`src/rtl/fxp_mac_pkg.sv`:
```
// Shared types for the multiply-accumulate unit.
// Assumes: op_sel is a 2-bit field decoded exactly as listed below.
package fxp_mac_pkg;

    typedef enum logic [1:0] {
        MAC_CLEAR = 2'b00,
        MAC_LOAD  = 2'b01,
        MAC_ACCUM = 2'b10,
        MAC_HOLD  = 2'b11
    } mac_op_e;

endpackage

```
`src/rtl/fxp_mac_mul.sv`:
```
// Full-precision signed multiplier, purely combinational.
// Assumes: both operands are two's complement; the product is 2*OP_W bits,
// which holds every product exactly, including (-2^(OP_W-1))^2.
module fxp_mac_mul #(
    parameter int OP_W = 16,
    localparam int PROD_W = 2 * OP_W
) (
    input  logic signed [OP_W-1:0]   a_in,
    input  logic signed [OP_W-1:0]   b_in,
    output logic signed [PROD_W-1:0] prod
);

    // Signed product at full width.
    always_comb begin
        prod = PROD_W'(a_in) * PROD_W'(b_in);
    end

endmodule

```
`src/rtl/fxp_mac_acc.sv`:
```
// Wide accumulator register with guard bits above the product width.
// Assumes: ACC_W > PROD_W; the product is sign-extended before use; one
// operation is taken per cycle in which in_valid is high.
module fxp_mac_acc
    import fxp_mac_pkg::*;
#(
    parameter int PROD_W = 32,
    parameter int ACC_W  = 40,
    localparam int GUARD_W = ACC_W - PROD_W
) (
    input  logic                     clk,
    input  logic                     rst_n,
    input  logic                     in_valid,
    input  mac_op_e                  op,
    input  logic signed [PROD_W-1:0] prod,
    output logic signed [ACC_W-1:0]  acc
);

    logic signed [ACC_W-1:0] prod_ext;

    // Sign-extend the product into the guard bits.
    always_comb begin
        prod_ext = {{GUARD_W{prod[PROD_W-1]}}, prod};
    end

    // Accumulator update: clear, load, add or hold on a valid cycle.
    always_ff @(posedge clk) begin
        if (!rst_n) begin
            acc <= '0;
        end else if (in_valid) begin
            case (op)
                MAC_CLEAR: acc <= '0;
                MAC_LOAD:  acc <= prod_ext;
                MAC_ACCUM: acc <= acc + prod_ext;
                default:   acc <= acc;
            endcase
        end
    end

endmodule

```
`src/rtl/fxp_mac_scale.sv`:
```
// Output stage: arithmetic right shift, optional round-to-nearest, then
// saturation to OUT_W bits. Purely combinational.
// Assumes: OUT_W <= ACC_W; shift amounts above ACC_W-1 act as ACC_W-1.
module fxp_mac_scale #(
    parameter int ACC_W = 40,
    parameter int OUT_W = 16,
    parameter int SH_W  = 6,
    localparam int EXT_W = ACC_W + 1,
    localparam int HI_W  = EXT_W - OUT_W + 1
) (
    input  logic signed [ACC_W-1:0] acc,
    input  logic [SH_W-1:0]         shift_amt,
    input  logic                    round_en,
    output logic [OUT_W-1:0]        out_data,
    output logic                    clamp
);

    localparam logic [SH_W-1:0] SH_MAX = SH_W'(ACC_W - 1);

    logic [SH_W-1:0]         sh;
    logic signed [ACC_W-1:0] pre;
    logic signed [ACC_W-1:0] shifted;
    logic                    rbit;
    logic signed [EXT_W-1:0] sum;
    logic                    in_range;

    // Limit the shift amount, then shift one less so the round bit is kept.
    always_comb begin
        sh = (shift_amt > SH_MAX) ? SH_MAX : shift_amt;
        if (sh == '0) begin
            pre     = acc;
            shifted = acc;
            rbit    = 1'b0;
        end else begin
            pre     = acc >>> (sh - SH_W'(1));
            shifted = pre >>> 1;
            rbit    = round_en & pre[0];
        end
    end

    // Round one bit wider than the accumulator, then clamp to the output range.
    always_comb begin
        sum      = {shifted[ACC_W-1], shifted} + {{ACC_W{1'b0}}, rbit};
        in_range = (sum[EXT_W-1:OUT_W-1] == '0) || (sum[EXT_W-1:OUT_W-1] == {HI_W{1'b1}});
        clamp    = !in_range;
        if (in_range) begin
            out_data = sum[OUT_W-1:0];
        end else if (sum[EXT_W-1]) begin
            out_data = {1'b1, {(OUT_W-1){1'b0}}};
        end else begin
            out_data = {1'b0, {(OUT_W-1){1'b1}}};
        end
    end

endmodule

```
`src/rtl/fxp_mac.sv`:
```
// Fixed-point multiply-accumulate unit, top level.
// Multiplies two signed operands, clears, loads or accumulates the product
// into a guarded accumulator, and reads the accumulator out through a
// shift / round / saturate stage with a sticky saturation flag.
// Assumes: synchronous active-low reset; OUT_W <= 2*OP_W + GUARD_W.
module fxp_mac
    import fxp_mac_pkg::*;
#(
    parameter int OP_W    = 16,
    parameter int GUARD_W = 8,
    parameter int OUT_W   = 16,
    parameter int SH_W    = $clog2(2 * OP_W + GUARD_W)
) (
    input  logic                   clk,
    input  logic                   rst_n,
    input  logic                   in_valid,
    input  logic [1:0]             op_sel,
    input  logic signed [OP_W-1:0] a_in,
    input  logic signed [OP_W-1:0] b_in,
    input  logic [SH_W-1:0]        shift_amt,
    input  logic                   round_en,
    input  logic                   sat_clr,
    output logic [OUT_W-1:0]       out_data,
    output logic                   out_valid,
    output logic                   sat_flag
);

    localparam int PROD_W = 2 * OP_W;
    localparam int ACC_W  = PROD_W + GUARD_W;

    logic signed [PROD_W-1:0] prod;
    logic signed [ACC_W-1:0]  acc;
    logic                     clamp;

    fxp_mac_mul #(.OP_W(OP_W)) u_mul (
        .a_in (a_in),
        .b_in (b_in),
        .prod (prod)
    );

    fxp_mac_acc #(.PROD_W(PROD_W), .ACC_W(ACC_W)) u_acc (
        .clk      (clk),
        .rst_n    (rst_n),
        .in_valid (in_valid),
        .op       (mac_op_e'(op_sel)),
        .prod     (prod),
        .acc      (acc)
    );

    fxp_mac_scale #(.ACC_W(ACC_W), .OUT_W(OUT_W), .SH_W(SH_W)) u_scale (
        .acc       (acc),
        .shift_amt (shift_amt),
        .round_en  (round_en),
        .out_data  (out_data),
        .clamp     (clamp)
    );

    // Result qualifier: one cycle behind the operation strobe.
    always_ff @(posedge clk) begin
        if (!rst_n) begin
            out_valid <= 1'b0;
        end else begin
            out_valid <= in_valid;
        end
    end

    // Sticky saturation flag; an explicit clear wins over a new clamp.
    always_ff @(posedge clk) begin
        if (!rst_n) begin
            sat_flag <= 1'b0;
        end else if (sat_clr) begin
            sat_flag <= 1'b0;
        end else if (out_valid && clamp) begin
            sat_flag <= 1'b1;
        end
    end

endmodule

```
`config.mk`:
```
export PLATFORM = sky130hd
export DESIGN_NAME = fxp_mac
export DESIGN_NICKNAME = d
export VERILOG_FILES = /design/src/rtl/fxp_mac_pkg.sv /design/src/rtl/fxp_mac_mul.sv /design/src/rtl/fxp_mac_acc.sv /design/src/rtl/fxp_mac_scale.sv /design/src/rtl/fxp_mac.sv
export SDC_FILE = /design/constraint.sdc
export NUM_CORES = 1
export LEC_CHECK = 0
export CAP_MARGIN = 10
export CORE_MARGIN = 2
export CORE_UTILIZATION = 45
export CTS_CLUSTER_DIAMETER = 120
export DETAILED_ROUTE_END_ITERATION = 6
export SETUP_SLACK_MARGIN = 0.5
export SYNTH_ARGS = -nofsm -noshare
export SYNTH_HDL_FRONTEND = slang
export SYNTH_SLANG_ARGS = --single-unit
```
`constraint.sdc`:
```
create_clock -name clk -period 10.83 [get_ports clk]
set_input_delay 2.7075 -clock clk [delete_from_list [all_inputs] [get_ports clk]]
set_output_delay 2.7075 -clock clk [all_outputs]
set_load 0.02 [all_outputs]
```
**Word level (Yosys, flattened, before mapping)**

Cells that the tools add are included.
W data, S select, Z words.

- Add/sub/neg operators: 3
- Multipliers: 1
- $lt $le $gt $ge: 1
- Equality and inequality tests: 3
- Shift operators: 1
- Muxes and demuxes: 6
- Bitwise logic cells: 2
- Reductions and logical operators: 9

Operator list:

| kind | count |
|---|---|
| $pmux W40 S3 | 1 |
| $add A40 B2 Y41 | 1 |
| $add A40 B32 Y40 | 1 |
| $mux W40 | 1 |
| $sshr A40 B6 Y40 | 1 |
| $mul A16 B16 Y32 | 1 |
| $mux W16 | 2 |
| $eq A26 B26 Y1 const B | 1 |
| $logic_not A26 Y1 | 1 |
| $gt A6 B6 Y1 const B | 1 |
| $logic_not A6 Y1 | 1 |
| $mux W6 | 1 |
| $sub A6 B1 Y6 const B | 1 |
| $reduce_bool A3 Y1 | 1 |
| $eq A2 B1 Y1 const B | 1 |
| $eq A2 B2 Y1 const B | 1 |
| $logic_not A2 Y1 | 1 |
| $reduce_and A2 Y1 | 1 |
| $reduce_or A2 Y1 | 1 |
| $and A1 B1 Y1 | 1 |
| $logic_and A1 B1 Y1 | 1 |
| $logic_not A1 Y1 | 1 |
| $logic_or A1 B1 Y1 | 1 |
| $mux W1 | 1 |
| $not A1 Y1 | 1 |

- Flip-flop bits (word level): 42
- Output and inout bits: 18
- Word-level logic and storage cells: 29

**Depth between registers and ports, before layout**

Gate-level depths: netlist of the first run.

- Depth after elaboration: 11
- Depth in mapped cells: 37
- Gate-level depth less buffers: 36

**Cells and area by module**

A second synthesis of the first run with hierarchy kept.

- Cells, all modules: 2,382
- Area, all modules: 19,563.8 sq um

Modules (own cells, without submodules):

| module | instances | cells an instance | area each (sq um) | seq. area each (sq um) |
|---|---|---|---|---|
| fxp_mac_mul | 1 | 1,119 | 9,965.8 | 0.0 |
| fxp_mac_scale | 1 | 757 | 5,632.9 | 0.0 |
| fxp_mac_acc | 1 | 501 | 3,901.2 | 800.8 |
| fxp_mac | 1 | 5 | 63.8 | 40.0 |

**Worst setup path after synthesis of the first run**

OpenSTA, ideal clock, no wires.

- Path kind: input port to output port
- Start: in shift_amt[5]
- End: out out_data[10]
- Arrival: 8,424 ps
- Data required time: 8,123 ps
- Path slack: -302 ps
- Cell stages on the path: 29
- Buffers on the path: 9
- Path through: buf_4 -> o21a_2 -> buf_6 -> buf_2 -> buf_2 -> nor2_1 -> ha_1 -> buf_4 -> or2_1 -> o211a_1 -> buf_2 -> buf_4 -> buf_4 -> mux4_2 -> mux4_2 -> o22ai_1 -> a211oi_1 -> ha_1 -> o21ai_0 -> a31oi_1 -> nand3b_1 -> nor2_1 -> a311o_1 -> a222oi_1 -> nor4b_2 -> nand4b_1 -> mux2i_4 -> buf_12 -> mux2i_1

- Cells in the longest elaborated chain, start to end: 10
- Elaborated cells between the ends (all ways): 14
- Classes of those cells: add/sub (2); order compare (1); eq/ne (1); shift (1); mux (5); bitwise (1); reduce/logical (3)

RTL lines:

| item | line | text |
|---|---|---|
| from (decl) | fxp_mac.sv:20 | `input logic [SH_W-1:0] shift_amt,` |
| $gt A6 B6 Y1 | fxp_mac_scale.sv:29 | `sh = (shift_amt > SH_MAX) ? SH_MAX : shift_amt;` |
| $mux W6 (*) | fxp_mac_scale.sv:29 |  |
| $sub A6 B1 Y6 | fxp_mac_scale.sv:35 | `pre = acc >>> (sh - SH_W'(1));` |
| $sshr A40 B6 Y40 | fxp_mac_scale.sv:35 |  |
| $and A1 B1 Y1 | fxp_mac_scale.sv:37 | `rbit = round_en & pre[0];` |
| $mux W1 | fxp_mac_scale.sv:30 | `if (sh == '0) begin` |
| $add A40 B2 Y41 (*) | fxp_mac_scale.sv:43 | `sum = {shifted[ACC_W-1], shifted} + {{ACC_W{1'b0}}, rbit};` |
| $eq A26 B26 Y1 or $logic_not A26 Y1 (tied branches) | fxp_mac_scale.sv:44 | `in_range = (sum[EXT_W-1:OUT_W-1] == '0) \|\| (sum[EXT_W-1:OUT_W-1] == {HI_W{1'b1}});` |
| $logic_or A1 B1 Y1 | fxp_mac_scale.sv:44 |  |
| $mux W16 (*) | fxp_mac_scale.sv:46 | `if (in_range) begin` |
| to (decl) | fxp_mac.sv:23 | `output logic [OUT_W-1:0] out_data,` |

Mark *: on every way between the ends. The rest lies on a longest branch, timed or not.

**Worst setup path after layout of the first run**

- Start: in shift_amt[4]
- End: out out_data[5]

The elaborated chain is that of the path after synthesis.

==> flow_metrics.py, run 1 <==
metrics = {
    "outcome": {
        "status": "complete, no violations",
    },
    "critical_path": {
        "r2r_slack_ps": 5420,
        "rr_endpoint": "sat_flag",
        "critical_path_arrival_ps": 8050,
        "reg2reg_from": "u_acc.acc[39]",
        "cpMaxStageDelayCell": "or4_1",
        "crit_path_start_kind": "primary input",
        "cp-end-kind": "primary output",
        "reg2reg_depth": 19,
        "path_class": "primary input to primary output",
        "cp_slowest_stage_delay_ps": 480,
        "crit_top_cell": "buf_4",
        "critPathRequiredTime_ps": 8120,
        "crit_fanout": 6,
    },
    "floorplanning": {
        "die_y_microns": 207.1,
        "die_x_microns": 207.1,
        "core_area_sq_mm": 0.04074,
        "core.rowCount": 74,
        "initial_core_util_pct": 45.57,
        "ioPinCount": 63,
        "fp.dieArea_sq_mm": 0.04290,
    },
    "global_routing": {
        "grt_pass1_vias": 19430,
        "antenna_found_initial": 0,
        "grt_max_degree": 46,
        "grt_pass1_wl_microns": 104500,
        "overflow": 0,
        "grt_use_total_pct": 30.20,
    },
    "synthesis": {
        "syn_area_sq_mm": 0.01857,
        "synth-edff-count": 0,
        "synth_cells": 2266,
        "synthArstFlopShare_pct": 0,
        "synth_cell_type_count": 97,
        "synthFlopType": "dfxtp_1",
        "synth_seq_cells": 42,
        "syn-num-nets": 2703,
        "ys_seq_area_share_pct": 4.529,
        "syn_avg_cell_area_sq_um": 8.193,
        "ys.warnings.count": 0,
    },
    "clock_tree": {
        "clock_path_buffers": 2,
        "cts_root_buffer": "clkbuf_16",
        "clock_latency_ps": 320,
        "clock_sinks": 42,
        "cts_made_buffers": 5,
        "clk_pin_slew_ps": 70,
        "tritoncts": "built",
        "hold_buffers": 0,
        "h-tree-depth": 2,
    },
    "placement": {
        "port_buffers": 62,
        "place_hpwl_microns": 54910,
        "gp_congestion": 0.9601,
    },
    "sta": {
        "finalHoldViolCount": 0,
        "slew_headroom_pct": 42.54,
        "fin_tns_setup_ps": 0,
        "fin_crit_sh_pct": 99.32,
        "maxSlewViolCount": 0,
        "rsz0062_at_grt": "yes",
        "setup_viol": 0,
        "period_needed_ps": 10760,
        "clock_skew_ps": 9.059,
        "tightest_slew_ps": 860.8,
        "timing.fmax_mhz": 92.96,
    },
    "routing": {
        "drc": 0,
        "dr.pass1.iters": 6,
        "wl_microns": 65060,
        "viasPerCell": 5.554,
        "wire_per_inst_microns": 19.45,
        "drt_iter0_drc": 1017,
        "ant_nets": 0,
        "vias": 18580,
    },
    "worst_hold_path": {
        "hold_path_class": "register to register",
        "min-delay-start": "out_valid",
        "whs_endpoint": "sat_flag",
        "holdPathStages": 2,
    },
    "final_layout": {
        "area_growth_pct": 37.44,
        "diodes": 0,
        "nFillCells": 3562,
        "drive_above_1_share_pct": 32.21,
        "num-nets-final": 3249,
        "fin_util_pct": 62.64,
    },
    "run": {
        "max_cap_viol_count": 0,
    },
}
-- timing repair --
action,in CTS,in global routing
cloned,4,1
setup endpoints to repair,34,31
setup buffers,58,22
gates resized for setup,362,123
pin swaps,95,87
-- cell usage in the layout, fill, tap and decap left out, drive strengths merged, types with 11 or more instances in the layout --
cell type	count
nor2b	14
xnor2	61
mux2	17
ha	129
a31oi	15
a21oi	74
nor2	112
o21a	11
and2	138
fa	263
inv	325
dfxtp	42
mux4	19
nand4	12
buf	623
nand3	33
o31ai	11
o21ai	85
a22oi	33
mux2i	62
nand2	257
o22ai	22
a21o	30
or3	11
a22o	11
o211ai	80
nor3	42
xor2	33
nand2b	52
a211oi	14
and3	14
-- metal layers --
metal	wire length, microns	up-vias	global-route usage [%]
met5	0	-	0
met4	2259	0	9.852
met3	2963	125	2.653
met2	32180	530	53.44
met1	27660	9167	38.87
li1	-	8756	-
-- Yosys cell counts, types with 14 or more instances --
cell      count  area, sq um
nand2_1     257        964.7
mux2i_1      61        610.6
ha_1        129         1614
and2_1      136        850.8
a22oi_1      32        240.2
nor3_1       37        185.2
xor2_1       33        289.0
nor2_1      109        409.1
o21ai_0      80        400.4
xnor2_1      61        534.3
nand2b_1     52        325.3
nand3_1      33        165.2
clkbuf_1     66        247.7
o211ai_1     78        585.6
dfxtp_1      42        840.8
o22ai_1      22        137.6
a21oi_1      73        365.4
nor2b_1      14        87.58
a21o_1       30        225.2
buf_4        16        120.1
inv_1       325         1220
a31oi_1      15        93.84
mux4_2       19        427.9
fa_1        263         5265
buf_2        22        110.1
a211oi_1     14        105.1
mux2_2       14        157.7
-- how the worst max path moves through the flow --
stage / to / startpoint
finish: out_data[5] / shift_amt[4]
global route: out_data[5] / shift_amt[4]
CTS: out_data[5] / shift_amt[3]
detailed placement: out_data[1] / shift_amt[4]
global placement: out_data[0] / shift_amt[4]
floorplan: out_data[10] / shift_amt[5]
-- registers in the layout (all words and copies together), names as in the netlist --
| name | cells |
|---|---|
| u_acc.acc | 40 |
| out_valid | 1 |
| sat_flag | 1 |
-- cell type report --
cell class                      count  area (sq um)  share of cell area, %
Multi-Input combinational cell   1787         17110                  67.03
Timing Repair Buffer              650          5479                  21.47
Inverter                          326          1227                  4.810
Sequential cell                    42         840.8                  3.295
Tap cell                          532         665.6                  2.609
Clock buffer                        6         138.9                 0.5443
Clock inverter                      2         60.06                 0.2354
-- logic make-up after synthesis --
family                   share of synthesized area (%)
adder cells (fa/ha/maj)                          37.05
flip-flops                                       4.529
buffers and inverters                            9.617
multiplexers                                     6.746
AO/OA/AOI/OAI                                    17.65
AND/OR/NAND/NOR                                  19.97
XOR/XNOR                                         4.435
-- per-stage QoR --
stage               cell area (sq um)  hold slack, ps  worst slack, ps  cells
floorplan                       18900           473.6            214.2   2266
global placement                23480           550.9           -807.7   3251
detailed placement              23480           557.6           -888.4   3251
CTS                             24820           566.0            164.7   3321
global route                    25520           581.1           -86.56   3345
finish                          25520           563.8            73.11   3345
-- worst max-delay path: cells and delay by family --
family / cells / cell delay [ps]
adders and majority gates: 1 / 300
and+or+nand+nor: 6 / 1520
buffers and inverters: 9 / 1300
muxes: 2 / 490
AOI/OAI and AO/OA: 7 / 1690
Power of run 1 is left out: the tool's default activity adds up to more than one toggle a clock period on the data nets, which glitch-free logic cannot reach.
==> run 2, diff against run 1 <==
--- a/config.mk
+++ b/config.mk
@@ -10,6 +10,7 @@
 export CORE_UTILIZATION = 45
 export CTS_CLUSTER_DIAMETER = 120
 export DETAILED_ROUTE_END_ITERATION = 6
+export GPL_ROUTABILITY_DRIVEN = 0
 export SETUP_SLACK_MARGIN = 0.5
 export SYNTH_ARGS = -nofsm -noshare
 export SYNTH_HDL_FRONTEND = slang
==> run 2 against run 1 <==
  * The flow now finishes with violations (design-rule violations)
  * Hold slack improved by 47 ps
  * First-iteration DRC count rose by 27%
  * Die area did not move
  * Critical path type unchanged
==> flow_metrics.py, run 2 (same netlist as run 1, synthesis figures left out) <==
metrics = {
    "routing": {
        "drt_iter0_drc": 1296,
        "vias": 18700,
        "dr.pass1.iters": 7,
        "drc": 18,
        "ant_nets": 0,
        "wire_per_inst_microns": 17.98,
        "wl_microns": 59680,
        "viasPerCell": 5.632,
    },
    "final_layout": {
        "nFillCells": 3476,
        "max_flop_register": "u_acc.acc",
        "largestRegisters": "u_acc.acc (40), out_valid (1), sat_flag (1)",
        "diodes": 0,
        "largest_reg_flops": 40,
        "multi_input_area_sq_mm": 0.01718,
        "area_growth_pct": 36.51,
        "final_cell_mix": "491 x buf_4, 296 x inv_1, 248 x nand2_1",
        "drive_above_1_share_pct": 32.60,
        "regArea_sq_um": 840.8,
        "mostFrequentLayoutCell": "buf_4",
        "num-nets-final": 3224,
    },
    "critical_path": {
        "cpMaxStageDelayCell": "mux4_2",
        "cp-end-kind": "primary output",
        "cp_slowest_stage_delay_ps": 500,
        "reg2reg_depth": 17,
        "rr_endpoint": "sat_flag",
        "crit_path_start_kind": "primary input",
        "path_delay_family": "buffers and inverters",
        "r2r_slack_ps": 6080,
        "path_class": "primary input to primary output",
        "critical_path_arrival_ps": 7870,
        "reg2reg_from": "u_acc.acc[31]",
        "worst-path-stages": 27,
        "critPathBufInv": 10,
        "crit_top_cell": "buf_6",
        "crit_fanout": 11,
        "critPathRequiredTime_ps": 8120,
    },
    "clock_tree": {
        "cts_made_buffers": 5,
        "clock_path_buffers": 2,
        "clock_sinks": 42,
        "clock_latency_ps": 320,
        "cts_root_buffer": "clkbuf_16",
        "h-tree-depth": 2,
        "clk_pin_slew_ps": 70,
        "tritoncts": "built",
    },
    "sta": {
        "rsz0062_at_grt": "yes",
        "timing.fmax_mhz": 94.58,
        "period_needed_ps": 10570,
        "slew_headroom_pct": 24.61,
        "setup_viol": 0,
        "finalHoldViolCount": 0,
        "fin_crit_sh_pct": 97.63,
        "setup_slack_ps": 256.9,
        "clock_skew_ps": 12.20,
        "maxSlewViolCount": 0,
        "tightest_slew_ps": 1122,
    },
    "global_routing": {
        "top_usage_layer": "met2",
        "grt_pass1_vias": 19470,
        "overflow": 0,
        "antenna_found_initial": 0,
        "grtUsageMet3_pct": 2.426,
        "grt_max_degree": 70,
        "grt_pass1_wl_microns": 97320,
        "grt_use_met1_pct": 33.68,
        "grt_use_total_pct": 27.40,
        "groute.layer.met2.usage_pct": 49.51,
    },
    "worst_hold_path": {
        "holdPathStages": 2,
        "whs_endpoint": "sat_flag",
        "min-delay-start": "out_valid",
        "hold_path_class": "register to register",
    },
    "floorplanning": {
        "core_area_sq_mm": 0.04074,
        "ioPinCount": 63,
        "core.rowCount": 74,
        "die_y_microns": 207.1,
        "die_x_microns": 207.1,
        "initial_core_util_pct": 45.57,
        "fp.dieArea_sq_mm": 0.04290,
    },
    "outcome": {
        "status": "finished, violations left",
        "failed_checks": "design-rule violations",
    },
    "run": {
        "max_cap_viol_count": 0,
    },
    "placement": {
        "port_buffers": 62,
        "place_hpwl_microns": 48440,
        "place_ws_ps": -659.2,
    },
}
-- run 2: how the worst max path moves through the flow --
stage	startpoint	to	slack, ps
floorplan	shift_amt[5]	out_data[10]	210
global placement	shift_amt[4]	out_data[12]	-520
detailed placement	shift_amt[4]	out_data[0]	-660
CTS	shift_amt[3]	out_data[0]	300
global route	shift_amt[3]	out_data[1]	60
finish	shift_amt[3]	out_data[1]	260
-- run 2: what timing repair did --
item,in CTS,in global routing
gates cloned,4,0
buffers inserted,70,38
resized for setup,404,132
hold buffers,0,0
pin swaps,133,111
setup endpoints to repair,29,30
-- run 2: worst reg2reg max path, cell delays in order (launching register included) --
cell and delay, ps:
dfxtp_1 550, nand2b_1 90, o211ai_1 420, mux2i_4 140
mux4_2 570, a211o_1 360, a211oi_2 220, nand4_1 180
buf_4 210, nor4_2 310, buf_4 180, nand3_1 110
xnor2_1 170, nor4_2 280, nand4b_1 220, buf_4 200
or3_1 300, nor4b_1 140
-- run 2: metal layers --
| layer | up-vias | wire (microns) |
|---|---|---|
| met5 | - | 0 |
| li1 | 8703 | - |
| met4 | 0 | 2378 |
| met3 | 181 | 3134 |
| met2 | 687 | 29900 |
| met1 | 9126 | 24260 |
-- run 2: final cells by class --
class / count / share of cell area [%]
clock buffer: 6 / 0.5480
inverter: 326 / 4.838
multi-input combinational: 1787 / 67.78
clock inverter: 2 / 0.04937
sequential: 42 / 3.318
timing repair buffer: 625 / 20.84
tap: 532 / 2.626
-- run 2: per-stage QoR --
| stage | TNS, ps | instances | hold slack (ps) | util, % | area [sq um] |
|---|---|---|---|---|---|
| 5_1_grt | 0 | 3320 | 642.9 | 62.21 | 25340 |
| 3_3_place_gp | -9912 | 3200 | 558.1 | 56.66 | 23080 |
| 4_1_cts | 0 | 3282 | 568.7 | 60.24 | 24540 |
| 3_5_place_dp | -13520 | 3200 | 559.3 | 56.66 | 23080 |
| 2_1_floorplan | 0 | 2266 | 473.6 | - | 18900 |
| 6_report | 0 | 3320 | 611.3 | 62.21 | 25340 |
Power of run 2 is left out for the same reason.
==> run 3, diff against run 2 <==
--- a/config.mk
+++ b/config.mk
@@ -5,9 +5,11 @@
 export SDC_FILE = /design/constraint.sdc
 export NUM_CORES = 1
 export LEC_CHECK = 0
+export ABC_CLOCK_PERIOD_IN_PS = 10830
 export CAP_MARGIN = 10
 export CORE_MARGIN = 2
 export CORE_UTILIZATION = 45
+export CTS_BUF_LIST = sky130_fd_sc_hd__clkbuf_16
 export CTS_CLUSTER_DIAMETER = 120
 export DETAILED_ROUTE_END_ITERATION = 6
 export GPL_ROUTABILITY_DRIVEN = 0
==> run 3 against run 2 <==
  * The flow now finishes without violations
  * Setup slack lost 21 ps
  * Utilization barely moved
  * Critical path depth did not move
  * Register-to-register slack about the same
  * Flip-flop and latch count unchanged
  * Wire length barely moved
  * Hold slack barely moved
  * Clock skew decreased by 1.9 ps
  * Die area did not move
  * Sequential share of layout area hardly changed
  * Fmax is 0.20% lower
  * Non-clock buffer count is the same
  * Critical endpoint unchanged
==> flow_metrics.py, run 3 (same netlist as run 1, synthesis figures left out) <==
metrics = {
    "outcome": {
        "status": "complete, no violations",
    },
    "sta": {
        "tightest_slew_ps": 1113,
        "clock_skew_ps": 10.34,
        "period_needed_ps": 10590,
        "maxSlewViolCount": 0,
        "timing.fmax_mhz": 94.39,
        "setup_viol": 0,
        "finalHoldViolCount": 0,
        "slew_headroom_pct": 25.24,
        "rsz0062_at_grt": "yes",
        "fin_crit_sh_pct": 97.82,
        "worst_hold_slack_ps": 611.1,
    },
    "final_layout": {
        "largest_reg_flops": 40,
        "final_cell_mix": "491 x buf_4, 296 x inv_1, 248 x nand2_1",
        "diodes": 0,
        "max_flop_register": "u_acc.acc",
        "num-nets-final": 3224,
        "mostFrequentLayoutCell": "buf_4",
        "design_area_sq_mm": 0.02533,
        "largestRegisters": "u_acc.acc (40), out_valid (1), sat_flag (1)",
        "instances_no_fill": 3320,
        "drive_above_1_share_pct": 32.57,
        "area_growth_pct": 36.46,
    },
    "placement": {
        "place_hpwl_microns": 48440,
        "dp.cells": 3200,
        "port_buffers": 62,
        "place_area_sq_mm": 0.02308,
    },
    "critical_path": {
        "rr_endpoint": "sat_flag",
        "cpMaxStageDelayCell": "mux4_2",
        "crit_path_start_kind": "primary input",
        "worst-path-stages": 27,
        "reg2reg_from": "u_acc.acc[31]",
        "cp_slowest_stage_delay_ps": 520,
        "cp-end-kind": "primary output",
        "crit_fanout": 11,
        "reg2reg_depth": 17,
        "crit_top_cell": "buf_6",
        "path_delay_family": "buffers and inverters",
        "path_class": "primary input to primary output",
        "critPathBufInv": 10,
        "critical_path_arrival_ps": 7890,
        "r2r_slack_ps": 6090,
        "critPathRequiredTime_ps": 8120,
    },
    "floorplanning": {
        "die_x_microns": 207.1,
        "core_area_sq_mm": 0.04074,
        "fp.dieArea_sq_mm": 0.04290,
        "initial_core_util_pct": 45.57,
        "ioPinCount": 63,
        "core.rowCount": 74,
        "die_y_microns": 207.1,
    },
    "routing": {
        "drc": 0,
        "drt_iter0_drc": 1310,
        "viasPerCell": 5.627,
        "dr.pass1.iters": 6,
        "ant_nets": 0,
        "wl_microns": 59740,
        "wire_per_inst_microns": 17.99,
        "vias": 18680,
    },
    "run": {
        "max_cap_viol_count": 0,
    },
    "global_routing": {
        "grt_max_degree": 70,
        "antenna_found_initial": 0,
        "grt_pass1_wl_microns": 97260,
        "overflow": 0,
        "grt_use_total_pct": 27.39,
        "grt_pass1_vias": 19440,
    },
    "clock_tree": {
        "tritoncts": "built",
        "cts_root_buffer": "clkbuf_16",
        "clock_path_buffers": 2,
        "cts_made_buffers": 5,
        "clock_sinks": 42,
        "clock_latency_ps": 320,
        "h-tree-depth": 2,
        "clk_pin_slew_ps": 70,
    },
    "worst_hold_path": {
        "whs_endpoint": "sat_flag",
        "hold_path_class": "register to register",
        "holdPathStages": 2,
        "min-delay-start": "out_valid",
    },
}
-- run 3: cell types whose count changed in the layout (fill, tap and decap cells not counted) --
cell | previous run | this run
clkbuf_8 | 1 | 0
o21ai_1 | 14 | 15
o21ai_0 | 61 | 60
clkinv_1 | 1 | 2
-- run 3: what timing repair did --
action,in CTS,in global routing
resized for setup,404,133
endpoints found under the hold margin,0,0
gates cloned,4,0
setup buffers,70,38
setup endpoints to repair,29,30
pin swaps,133,111
hold buffers,0,0
-- run 3: worst max-delay path by stage --
| stage | from | endpoint | slack, ps |
|---|---|---|---|
| floorplan | shift_amt[5] | out_data[10] | 210 |
| global placement | shift_amt[4] | out_data[12] | -520 |
| detailed placement | shift_amt[4] | out_data[0] | -660 |
| CTS | shift_amt[3] | out_data[0] | 300 |
| global route | shift_amt[3] | out_data[1] | 60 |
| finish | shift_amt[3] | out_data[1] | 240 |
-- run 3: metal layers --
metal | routed length [microns] | vias to the layer above | GRT usage (%)
li1 | - | 8706 | -
met1 | 24010 | 9085 | 33.71
met2 | 29970 | 707 | 49.46
met3 | 3368 | 185 | 2.395
met4 | 2390 | 0 | 10.67
met5 | 0 | - | 0
-- run 3: cell type report --
cell class / instances / area (sq um)
sequential: 42 / 840.8
multi-input combinational: 1787 / 17180
timing repair buffer: 625 / 5283
clock buffer: 5 / 125.1
fill: 3477 / 15400
inverter: 326 / 1226
tap: 532 / 665.6
clock inverter: 3 / 16.27
-- run 3: metrics by stage --
| step | setup TNS, ps | utilization [%] | worst slack [ps] |
|---|---|---|---|
| after floorplan | 0 | - | 214.2 |
| after global placement | -9912 | 56.66 | -518.4 |
| after detailed placement | -13520 | 56.66 | -659.2 |
| after CTS | 0 | 60.21 | 298.6 |
| after global routing | 0 | 62.19 | 57.58 |
| final | 0 | 62.19 | 236.0 |
-- run 3: worst min-delay path, stage by stage (launching register included) --
cell	delay, ps
dfxtp_1	340
o22ai_1	160
nor4b_1	70
Power of run 3 is left out for the same reason.
